**config.mk**
```make
export PLATFORM = sky130hd
export DESIGN_NAME = xcvr_reconf_ctrl
export DESIGN_NICKNAME = d
export VERILOG_FILES = /design/src/rtl/xrc_pkg.sv /design/src/rtl/xrc_rearm.sv /design/src/rtl/xrc_prio_arb.sv /design/src/rtl/xrc_seq.sv /design/src/rtl/xrc_param_hold.sv /design/src/rtl/xcvr_reconf_ctrl.sv
export SDC_FILE = /design/constraint.sdc
export NUM_CORES = 1
export LEC_CHECK = 0
export ABC_AREA = 1
export BUFFER_PORTS_ARGS = -buffer_cell sky130_fd_sc_hd__buf_4
export CAP_MARGIN = 20
export CORE_MARGIN = 3
export CORE_UTILIZATION = 42
export DETAILED_ROUTE_END_ITERATION = 10
export MAX_ROUTING_LAYER = met4
export PLACE_DENSITY = 0.78
export SYNTH_ARGS = -nofsm -noshare
export SYNTH_HDL_FRONTEND = slang
export SYNTH_SLANG_ARGS = --single-unit
```
**constraint.sdc**
```tcl
create_clock -name clk -period 1.5 [get_ports clk]
set_input_delay 0 -clock clk [delete_from_list [all_inputs] [get_ports clk]]
set_output_delay 0 -clock clk [all_outputs]
set_load 0.01 [all_outputs]
```
**src/rtl/xrc_pkg.sv**
```systemverilog
package xrc_pkg;
   localparam int NUM_CH = 3;
   localparam int CH_W   = 2;

   typedef enum logic [CH_W-1:0] {
      CH_RX_RATE = 2'd0,
      CH_TX_RATE = 2'd1,
      CH_TX_ANA  = 2'd2
   } chan_e;

   typedef enum logic [1:0] {
      ST_IDLE = 2'd0,
      ST_ACK  = 2'd1,
      ST_RUN  = 2'd2
   } seq_e;
endpackage

```
**src/rtl/xrc_rearm.sv**
```systemverilog
// Per-channel request qualifier: a channel served once must see its
// request low before it may be offered to the arbiter again.
module xrc_rearm (
   input  logic clk,
   input  logic rst,
   input  logic req,
   input  logic grant,
   output logic pending
);
   logic armed_q;

   always_ff @(posedge clk) begin
      if (rst)        armed_q <= 1'b1;
      else if (grant) armed_q <= 1'b0;
      else if (!req)  armed_q <= 1'b1;
   end

   assign pending = armed_q & req;
endmodule

```
**src/rtl/xrc_prio_arb.sv**
```systemverilog
// Fixed-priority pick: lowest index wins.
module xrc_prio_arb #(
   parameter int N     = 3,
   localparam int IDX_W = (N > 1) ? $clog2(N) : 1
) (
   input  logic [N-1:0]     req,
   output logic [N-1:0]     win_onehot,
   output logic [IDX_W-1:0] win_idx,
   output logic             any
);
   if (N < 2) begin : g_bad_n
      $error("xrc_prio_arb: N must be at least 2");
   end

   assign win_onehot = req & ~(req - N'(1));
   assign any        = |req;

   always_comb begin
      win_idx = '0;
      for (int i = N - 1; i >= 0; i--) begin
         if (req[i]) win_idx = IDX_W'(i);
      end
   end
endmodule

```
**src/rtl/xrc_seq.sv**
```systemverilog
// Handshake sequencer: idle -> ack pulse -> run until engine done.
module xrc_seq
   import xrc_pkg::*;
#(
   parameter int N = NUM_CH
) (
   input  logic            clk,
   input  logic            rst,
   input  logic            pend_any,
   input  logic [N-1:0]    win_onehot,
   input  logic [CH_W-1:0] win_idx,
   input  logic            done,
   output logic            grant,
   output logic [N-1:0]    ack,
   output logic [N-1:0]    busy,
   output logic            start,
   output logic [CH_W-1:0] chan
);
   seq_e            st_q;
   logic [N-1:0]    ack_q, busy_q;
   logic            start_q;
   logic [CH_W-1:0] chan_q;

   assign grant = (st_q == ST_IDLE) && pend_any;

   always_ff @(posedge clk) begin
      if (rst) begin
         st_q    <= ST_IDLE;
         ack_q   <= '0;
         busy_q  <= '0;
         start_q <= 1'b0;
         chan_q  <= '0;
      end else begin
         case (st_q)
            ST_IDLE: begin
               if (grant) begin
                  ack_q  <= win_onehot;
                  chan_q <= win_idx;
                  st_q   <= ST_ACK;
               end
            end
            ST_ACK: begin
               ack_q   <= '0;
               busy_q  <= ack_q;
               start_q <= 1'b1;
               st_q    <= ST_RUN;
            end
            ST_RUN: begin
               start_q <= 1'b0;
               if (done) begin
                  busy_q <= '0;
                  st_q   <= ST_IDLE;
               end
            end
            default: st_q <= ST_IDLE;
         endcase
      end
   end

   assign ack   = ack_q;
   assign busy  = busy_q;
   assign start = start_q;
   assign chan  = chan_q;

   // acknowledge is a single-cycle pulse
   assert_ack_pulse_R2: assert property (@(posedge clk) disable iff (rst)
      (|ack) |=> !(|ack));
   // busy and start follow the acknowledge by one cycle
   assert_busy_after_ack_R3: assert property (@(posedge clk) disable iff (rst)
      (|ack) |=> ((busy == $past(ack)) && start));
   // start lasts a single cycle
   assert_start_pulse_R3: assert property (@(posedge clk) disable iff (rst)
      start |=> !start);
   // busy only falls after the engine reports done
   assert_busy_fall_done_R4: assert property (@(posedge clk) disable iff (rst)
      $fell(|busy) |-> $past(done));
   // at most one reconfiguration runs at a time
   assert_one_busy_R7: assert property (@(posedge clk) disable iff (rst)
      $onehot0(busy) && $onehot0(ack) && !((|ack) && (|busy)));
endmodule

```
**src/rtl/xrc_param_hold.sv**
```systemverilog
// Captures the job parameters of the granted channel.
module xrc_param_hold
   import xrc_pkg::*;
#(
   parameter int RATE_W  = 8,
   parameter int SWING_W = 2,
   parameter int EMPH_W  = 2
) (
   input  logic               clk,
   input  logic               rst,
   input  logic               grant,
   input  logic [CH_W-1:0]    win_idx,
   input  logic [RATE_W-1:0]  rx_rate,
   input  logic [RATE_W-1:0]  tx_rate,
   input  logic [SWING_W-1:0] swing,
   input  logic [EMPH_W-1:0]  emph,
   output logic [RATE_W-1:0]  q_rate,
   output logic [SWING_W-1:0] q_swing,
   output logic [EMPH_W-1:0]  q_emph
);
   always_ff @(posedge clk) begin
      if (rst) begin
         q_rate  <= '0;
         q_swing <= '0;
         q_emph  <= '0;
      end else if (grant) begin
         case (win_idx)
            CH_RX_RATE: begin
               q_rate <= rx_rate; q_swing <= '0; q_emph <= '0;
            end
            CH_TX_RATE: begin
               q_rate <= tx_rate; q_swing <= '0; q_emph <= '0;
            end
            default: begin
               q_rate <= '0; q_swing <= swing; q_emph <= emph;
            end
         endcase
      end
   end
endmodule

```
**src/rtl/xcvr_reconf_ctrl.sv**
```systemverilog
module xcvr_reconf_ctrl
   import xrc_pkg::*;
#(
   parameter int RATE_W  = 8,
   parameter int SWING_W = 2,
   parameter int EMPH_W  = 2
) (
   input  logic               clk,
   input  logic               rst,
   input  logic               rxr_req,
   input  logic [RATE_W-1:0]  rxr_rate,
   output logic               rxr_ack,
   output logic               rxr_busy,
   input  logic               txr_req,
   input  logic [RATE_W-1:0]  txr_rate,
   output logic               txr_ack,
   output logic               txr_busy,
   input  logic               txa_req,
   input  logic [SWING_W-1:0] txa_swing,
   input  logic [EMPH_W-1:0]  txa_emph,
   output logic               txa_ack,
   output logic               txa_busy,
   output logic               eng_start,
   output logic [CH_W-1:0]    eng_chan,
   output logic [RATE_W-1:0]  eng_rate,
   output logic [SWING_W-1:0] eng_swing,
   output logic [EMPH_W-1:0]  eng_emph,
   input  logic               eng_done
);
   if (RATE_W < 1 || SWING_W < 1 || EMPH_W < 1) begin : g_bad_width
      $error("xcvr_reconf_ctrl: field widths must be positive");
   end

   logic [NUM_CH-1:0] req_v, pend_v, win_oh, ack_v, busy_v;
   logic [CH_W-1:0]   win_idx;
   logic              pend_any, grant;

   assign req_v = {txa_req, txr_req, rxr_req};

   for (genvar c = 0; c < NUM_CH; c++) begin : g_ch
      xrc_rearm u_rearm (
         .clk     (clk),
         .rst     (rst),
         .req     (req_v[c]),
         .grant   (grant && win_oh[c]),
         .pending (pend_v[c])
      );

      // a request held across busy falling is not acknowledged again
      assert_no_reserve_R8: assert property (@(posedge clk) disable iff (rst)
         ($fell(busy_v[c]) && req_v[c]) |=> !ack_v[c]);
   end

   xrc_prio_arb #(.N(NUM_CH)) u_arb (
      .req        (pend_v),
      .win_onehot (win_oh),
      .win_idx    (win_idx),
      .any        (pend_any)
   );

   xrc_seq #(.N(NUM_CH)) u_seq (
      .clk        (clk),
      .rst        (rst),
      .pend_any   (pend_any),
      .win_onehot (win_oh),
      .win_idx    (win_idx),
      .done       (eng_done),
      .grant      (grant),
      .ack        (ack_v),
      .busy       (busy_v),
      .start      (eng_start),
      .chan       (eng_chan)
   );

   xrc_param_hold #(.RATE_W(RATE_W), .SWING_W(SWING_W), .EMPH_W(EMPH_W)) u_hold (
      .clk     (clk),
      .rst     (rst),
      .grant   (grant),
      .win_idx (win_idx),
      .rx_rate (rxr_rate),
      .tx_rate (txr_rate),
      .swing   (txa_swing),
      .emph    (txa_emph),
      .q_rate  (eng_rate),
      .q_swing (eng_swing),
      .q_emph  (eng_emph)
   );

   assign {txa_ack,  txr_ack,  rxr_ack}  = ack_v;
   assign {txa_busy, txr_busy, rxr_busy} = busy_v;

   // latched parameters do not move during a job
   assert_param_stable_R5: assert property (@(posedge clk) disable iff (rst)
      ((|busy_v) && $past(|busy_v)) |->
         ($stable(eng_rate) && $stable(eng_swing) && $stable(eng_emph) && $stable(eng_chan)));
   // an analog job carries no rate, a rate job carries no analog values
   assert_field_split_R9: assert property (@(posedge clk) disable iff (rst)
      (|busy_v) |-> (txa_busy ? (eng_rate == '0) : (eng_swing == '0 && eng_emph == '0)));
endmodule

```
Word level (Yosys, flattened, before mapping) --
Cells that the tools add are included.
Cells by class: $add $sub $neg 1, equality and inequality tests 8, multiplexer cells 20, bitwise logic cells 5, reduce and logical (&&, ||, !) cells 14
Operator list (number):
- case mux 8 bit (2 select lines) | 1
- two-way mux 2 bit | 7
- case mux 3 bit (2 select lines) | 2
- AND reduction 2 bit | 4
- two-way mux 1 bit | 6
- two-way mux 3 bit | 2
- inequality test 2 x 1 -> 1 bit, second input constant | 3
- case mux 2 bit (3 select lines) | 1
- == test 2 x 1 -> 1 bit, second input constant | 2
- logical AND 1 bit | 4
- logical NOT 2 bit | 2
- inequality test 2 bit, second input constant | 2
- nonzero test 2 bit | 2
- bitwise AND 1 bit | 3
- bitwise AND 3 bit | 1
- NOT 3 bit | 1
- OR reduction 3 bit | 1
- subtractor 3 x 1 -> 3 bit, second input constant | 1
- == test 2 bit, second input constant | 1
- case mux 1 bit (2 select lines) | 1
- OR reduction 2 bit | 1
Storage, ports and cells: flip-flop bits (word level) 26, bits of input ports 26, output and inout port bits 21, logic and storage cells 59

Longest topological paths before layout --
word-level depth 7, mapped depth 8, gate-level depth less buffers 8

Cells and area by module --
Synthesis repeated with hierarchy kept, for this count alone.
Second synthesis, totals: cells, all modules 211, area, all modules 1376.3 µm²
By module, submodules not included:
- xrc_param_hold | instances 1, cells each 87, area an instance 585.6 µm², seq. area each 240.2 µm²
- xrc_seq | instances 1, cells each 81, area an instance 570.5 µm², seq. area each 220.2 µm²
- xrc_rearm | instances 3, cells each 9, area an instance 50.0 µm², seq. area each 20.0 µm²
- xrc_prio_arb | instances 1, cells each 10, area an instance 47.5 µm², seq. area each 0.0 µm²
- xcvr_reconf_ctrl | instances 1, cells each 6, area an instance 22.5 µm², seq. area each 0.0 µm²

Worst setup path after synthesis --
No wires, ideal clock.
kind flip-flop to flip-flop, start register u_seq.st_q[0], end register g_ch[2].u_rearm.armed_q, setup time 0.120 ns, arrival time 1.099 ns, required time 1.380 ns, slack 0.280 ns, cell stages (with the launch flop) 8, path buffers 0, period minus slack after synthesis 1.220 ns, path through dfxtp_1 -> inv_1 -> ha_1 -> inv_1 -> nor2_4 -> inv_1 -> nand3_1 -> nand3_1
Between the ends: word-level cells in the longest chain between the ends 4, elaborated cells on any way between the ends 5, classes of those cells eq/ne: 1; mux: 1; reduce/logical: 3
Ends and longest elaborated chain:
- start, declared | RTL line xrc_seq.sv:19 | seq_e st_q;
- start signal, assigned | RTL line xrc_seq.sv:28 | st_q <= ST_IDLE;
- start signal, assigned | RTL line xrc_seq.sv:39 | st_q <= ST_ACK;
- start signal, assigned | RTL line xrc_seq.sv:46 | st_q <= ST_RUN;
- logical NOT 2 bit * | RTL line xrc_seq.sv:24 | assign grant = (st_q == ST_IDLE) && pend_any;
- logical AND 1 bit * | RTL line xrc_seq.sv:24
- logical AND 1 bit * | RTL line xcvr_reconf_ctrl.sv:45 | .grant (grant && win_oh[c]),
- inequality test 2 x 1 -> 1 bit (no source line) / two-way mux 1 bit (equally long branches)
- end signal, assigned | RTL line xrc_rearm.sv:13 | if (rst) armed_q <= 1'b1;
- end signal, assigned | RTL line xrc_rearm.sv:14 | else if (grant) armed_q <= 1'b0;
- end signal, assigned | RTL line xrc_rearm.sv:15 | else if (!req) armed_q <= 1'b1;
- end, declared | RTL line xrc_rearm.sv:10 | logic armed_q;
Mark *: on every way between the ends. The rest lies on a longest branch, timed or not. A chain may end at the register's enable or synchronous reset.

Worst setup path in the final report --
Ends and elaborated chain as after synthesis.

==> results.ini <==
[drt]
drc_errors=0
drt_iter0_markers=80
num_vias=1219
via_per_inst=5.00
drt-pass1-iter-count=4
avgRoutedWirePerCell_um=12.8
routed_wl_um=3130
detail-route-antenna-nets=0

[place]
gp_routability_congestion=0.764
place_area_um2=1540
dp_cells=230
port_buffers=46
hpwl_um=2200
dp_slack_ns=0.131

[global_routing]
grt_antenna_before_repair=0
gr-total-overflow=0
grtUsageTotal_pct=20.1
grt_pass1_wl_um=5240
grt_max_degree=24
grt_pass1_vias=1171

[timing]
tightestPinTransition_ns=0.286
setup_ws_ns=0.194
fin_crit_sh_pct=87.1
min_period_ns=1.31
finalMaxSlewViolations=0
setup-tns-final_ns=0
rsz0062_at_grt=no
setup_viol=0
hold_viol_final=1
hold-worst-slack_ns=-0.00156
fmax_ghz=0.766
relSlewSlack_pct=80.9
clock_skew_ns=0.00237

[worst_setup_path]
cp_max_fo=6
critPathLaunch=u_seq.st_q[0]$_SDFFE_PP0P_
crit_path_start_kind=register
cp-end-kind=register
r2r_cells=7
critPathKind=register to register
cp.arrival_ns=1.54
cp_data_required_time_ns=1.74
r2r-start=u_seq.st_q[0]$_SDFFE_PP0P_

[floorplan]
die_y_um=59.1
die_area_um2=3500
die_x_um=59.1
fp-row-count=18
initial_core_util_pct=45.8
pin_count=47
coreArea_um2=2590

[flow_run]
cap_violations=0

[worst_hold_path]
hold_class=input pin to register
min_from=txr_rate[3]
holdPathStages=5

[logic_synthesis]
synth.yosys.seq_area_share_pct=43.9
syn_nets=187
synth_top_area_share_pct=43.9
yosys_warnings=0
synth_area_per_cell_um2=7.51
synth_top_cell_by_area=dfxtp_1
syn-cell-area_um2=1190
postSynthCellCount=158
synth_area_leaders=dfxtp_1, nand2_1, a21oi_1, nand3_1, ha_1
synth_cell_types=18
synth_seq_cells=26

[layout]
fillCellCount=228
final_core_util_pct=65.5
fin_nets=244
antenna_cells=0
area_growth_pct=43.0
multi_input_area_um2=587
instances_no_fill=244
stdcell_area_um2=1700
drive_gt1_share_pct=29.9
regArea_um2=520

[clocking]
numCtsBuffers=3
cts_sinks=26
cts-root-buf=clkbuf_4
cts_tree=built
h-tree-depth=1
path_clk_slew_ns=0.14
clock_latency_ns=0.33
clk_path_buf_depth=2

[power]
power_density_nw_per_um2=1050
total_leakage_power_nw=0.795
totalPowerFinal_mw=1.78
ir_drop_mv=0.661

[outcome]
status=finished with violations
violations=hold timing

==> layout by cell type, fill, tap and decap left out, types with 2 or more instances in the layout <==
cell,instances
a21oi_1,23
buf_4,46
clkbuf_4,3
dfxtp_1,26
dlygate4sd3_1,10
ha_1,2
inv_1,10
inv_2,2
nand2_1,55
nand2_2,3
nand2_4,2
nand3_1,20
nor2_1,3
==> critical path: stages, from the launching register on <==
cell	delay, ns
dfxtp_1	0.35
inv_1	0.09
ha_2	0.26
inv_1	0.11
nor2_4	0.19
inv_1	0.08
nand3_1	0.07
nand3_1	0.06
==> area by class of cell <==
class / instances / area share (%)
clock buffers: 3 / 1.33
clock inverters: 1 / 1.77
inverters: 13 / 3.17
multi-input cells: 115 / 34.6
flip-flops and latches: 26 / 30.7
well taps: 30 / 2.21
repair buffers: 56 / 26.3
==> cells in the mapped netlist <==
library cell,number
nand2_1,55
nand3_1,20
nor2_4,1
nand3_4,1
nand2_4,2
inv_1,10
dfxtp_1,26
ha_1,3
nand3_2,1
buf_12,1
clkbuf_1,3
nor2_1,3
nand2_8,1
a21oi_1,23
nand2_2,3
inv_2,2
inv_6,1
o21ai_0,2
==> state kept, by name (all words and copies together), names as in the netlist <==
| register | count |
|---|---|
| g_ch.u_rearm.armed_q | 3 |
| u_seq.busy | 3 |
| u_seq.chan | 2 |
| u_hold.q_swing | 2 |
| u_seq.ack | 3 |
| u_hold.q_rate | 8 |
| u_seq.st_q | 2 |
| u_seq.start | 1 |
| u_hold.q_emph | 2 |
==> final timing paths <==
kind / slack, ns / endpoint
setup reg to reg: 0.19 / g_ch[2].u_rearm.armed_q$_SDFFE_PP1P_
hold / removal: -0.002 / u_hold.q_rate[3]$_SDFFE_PP0N_
setup / recovery: 0.19 / g_ch[2].u_rearm.armed_q$_SDFFE_PP1P_
hold reg to reg: 0.48 / u_hold.q_rate[3]$_SDFFE_PP0N_
==> logic make-up (layout without fill, tap and decap cells) <==
| group | Yosys count | in the layout | share of synthesized area, % |
|---|---|---|---|
| and+or+nand+nor | 87 | 87 | 35.2 |
| DFF | 26 | 26 | 43.9 |
| buffers and inverters | 17 | 73 | 7.17 |
| AOI/OAI and AO/OA | 25 | 25 | 10.5 |
| adders and majority gates | 3 | 3 | 3.16 |
==> what timing repair did <==
action,CTS,global route
hold buffers,10,0
setup endpoints to repair,0,8
endpoints found under the hold margin,13,0
gates resized for setup,0,3
setup buffers,0,0
==> routing by layer <==
metal | track usage, % | up-vias | share of wire, %
li1 | - | 620 | -
met1 | 24.0 | 543 | 41
met2 | 33.8 | 50 | 50
met3 | 4.14 | 6 | 8.1
met4 | 6.15 | 0 | 1.3
met5 | - | - | 0
==> report_power, final <==
group	switching, mW	internal (mW)
Combinational	0.280	0.221
Clock	0.220	0.271
Sequential	0.0394	0.753
Total	0.540	1.24
Note: power is estimated with default switching activity, not from simulation.
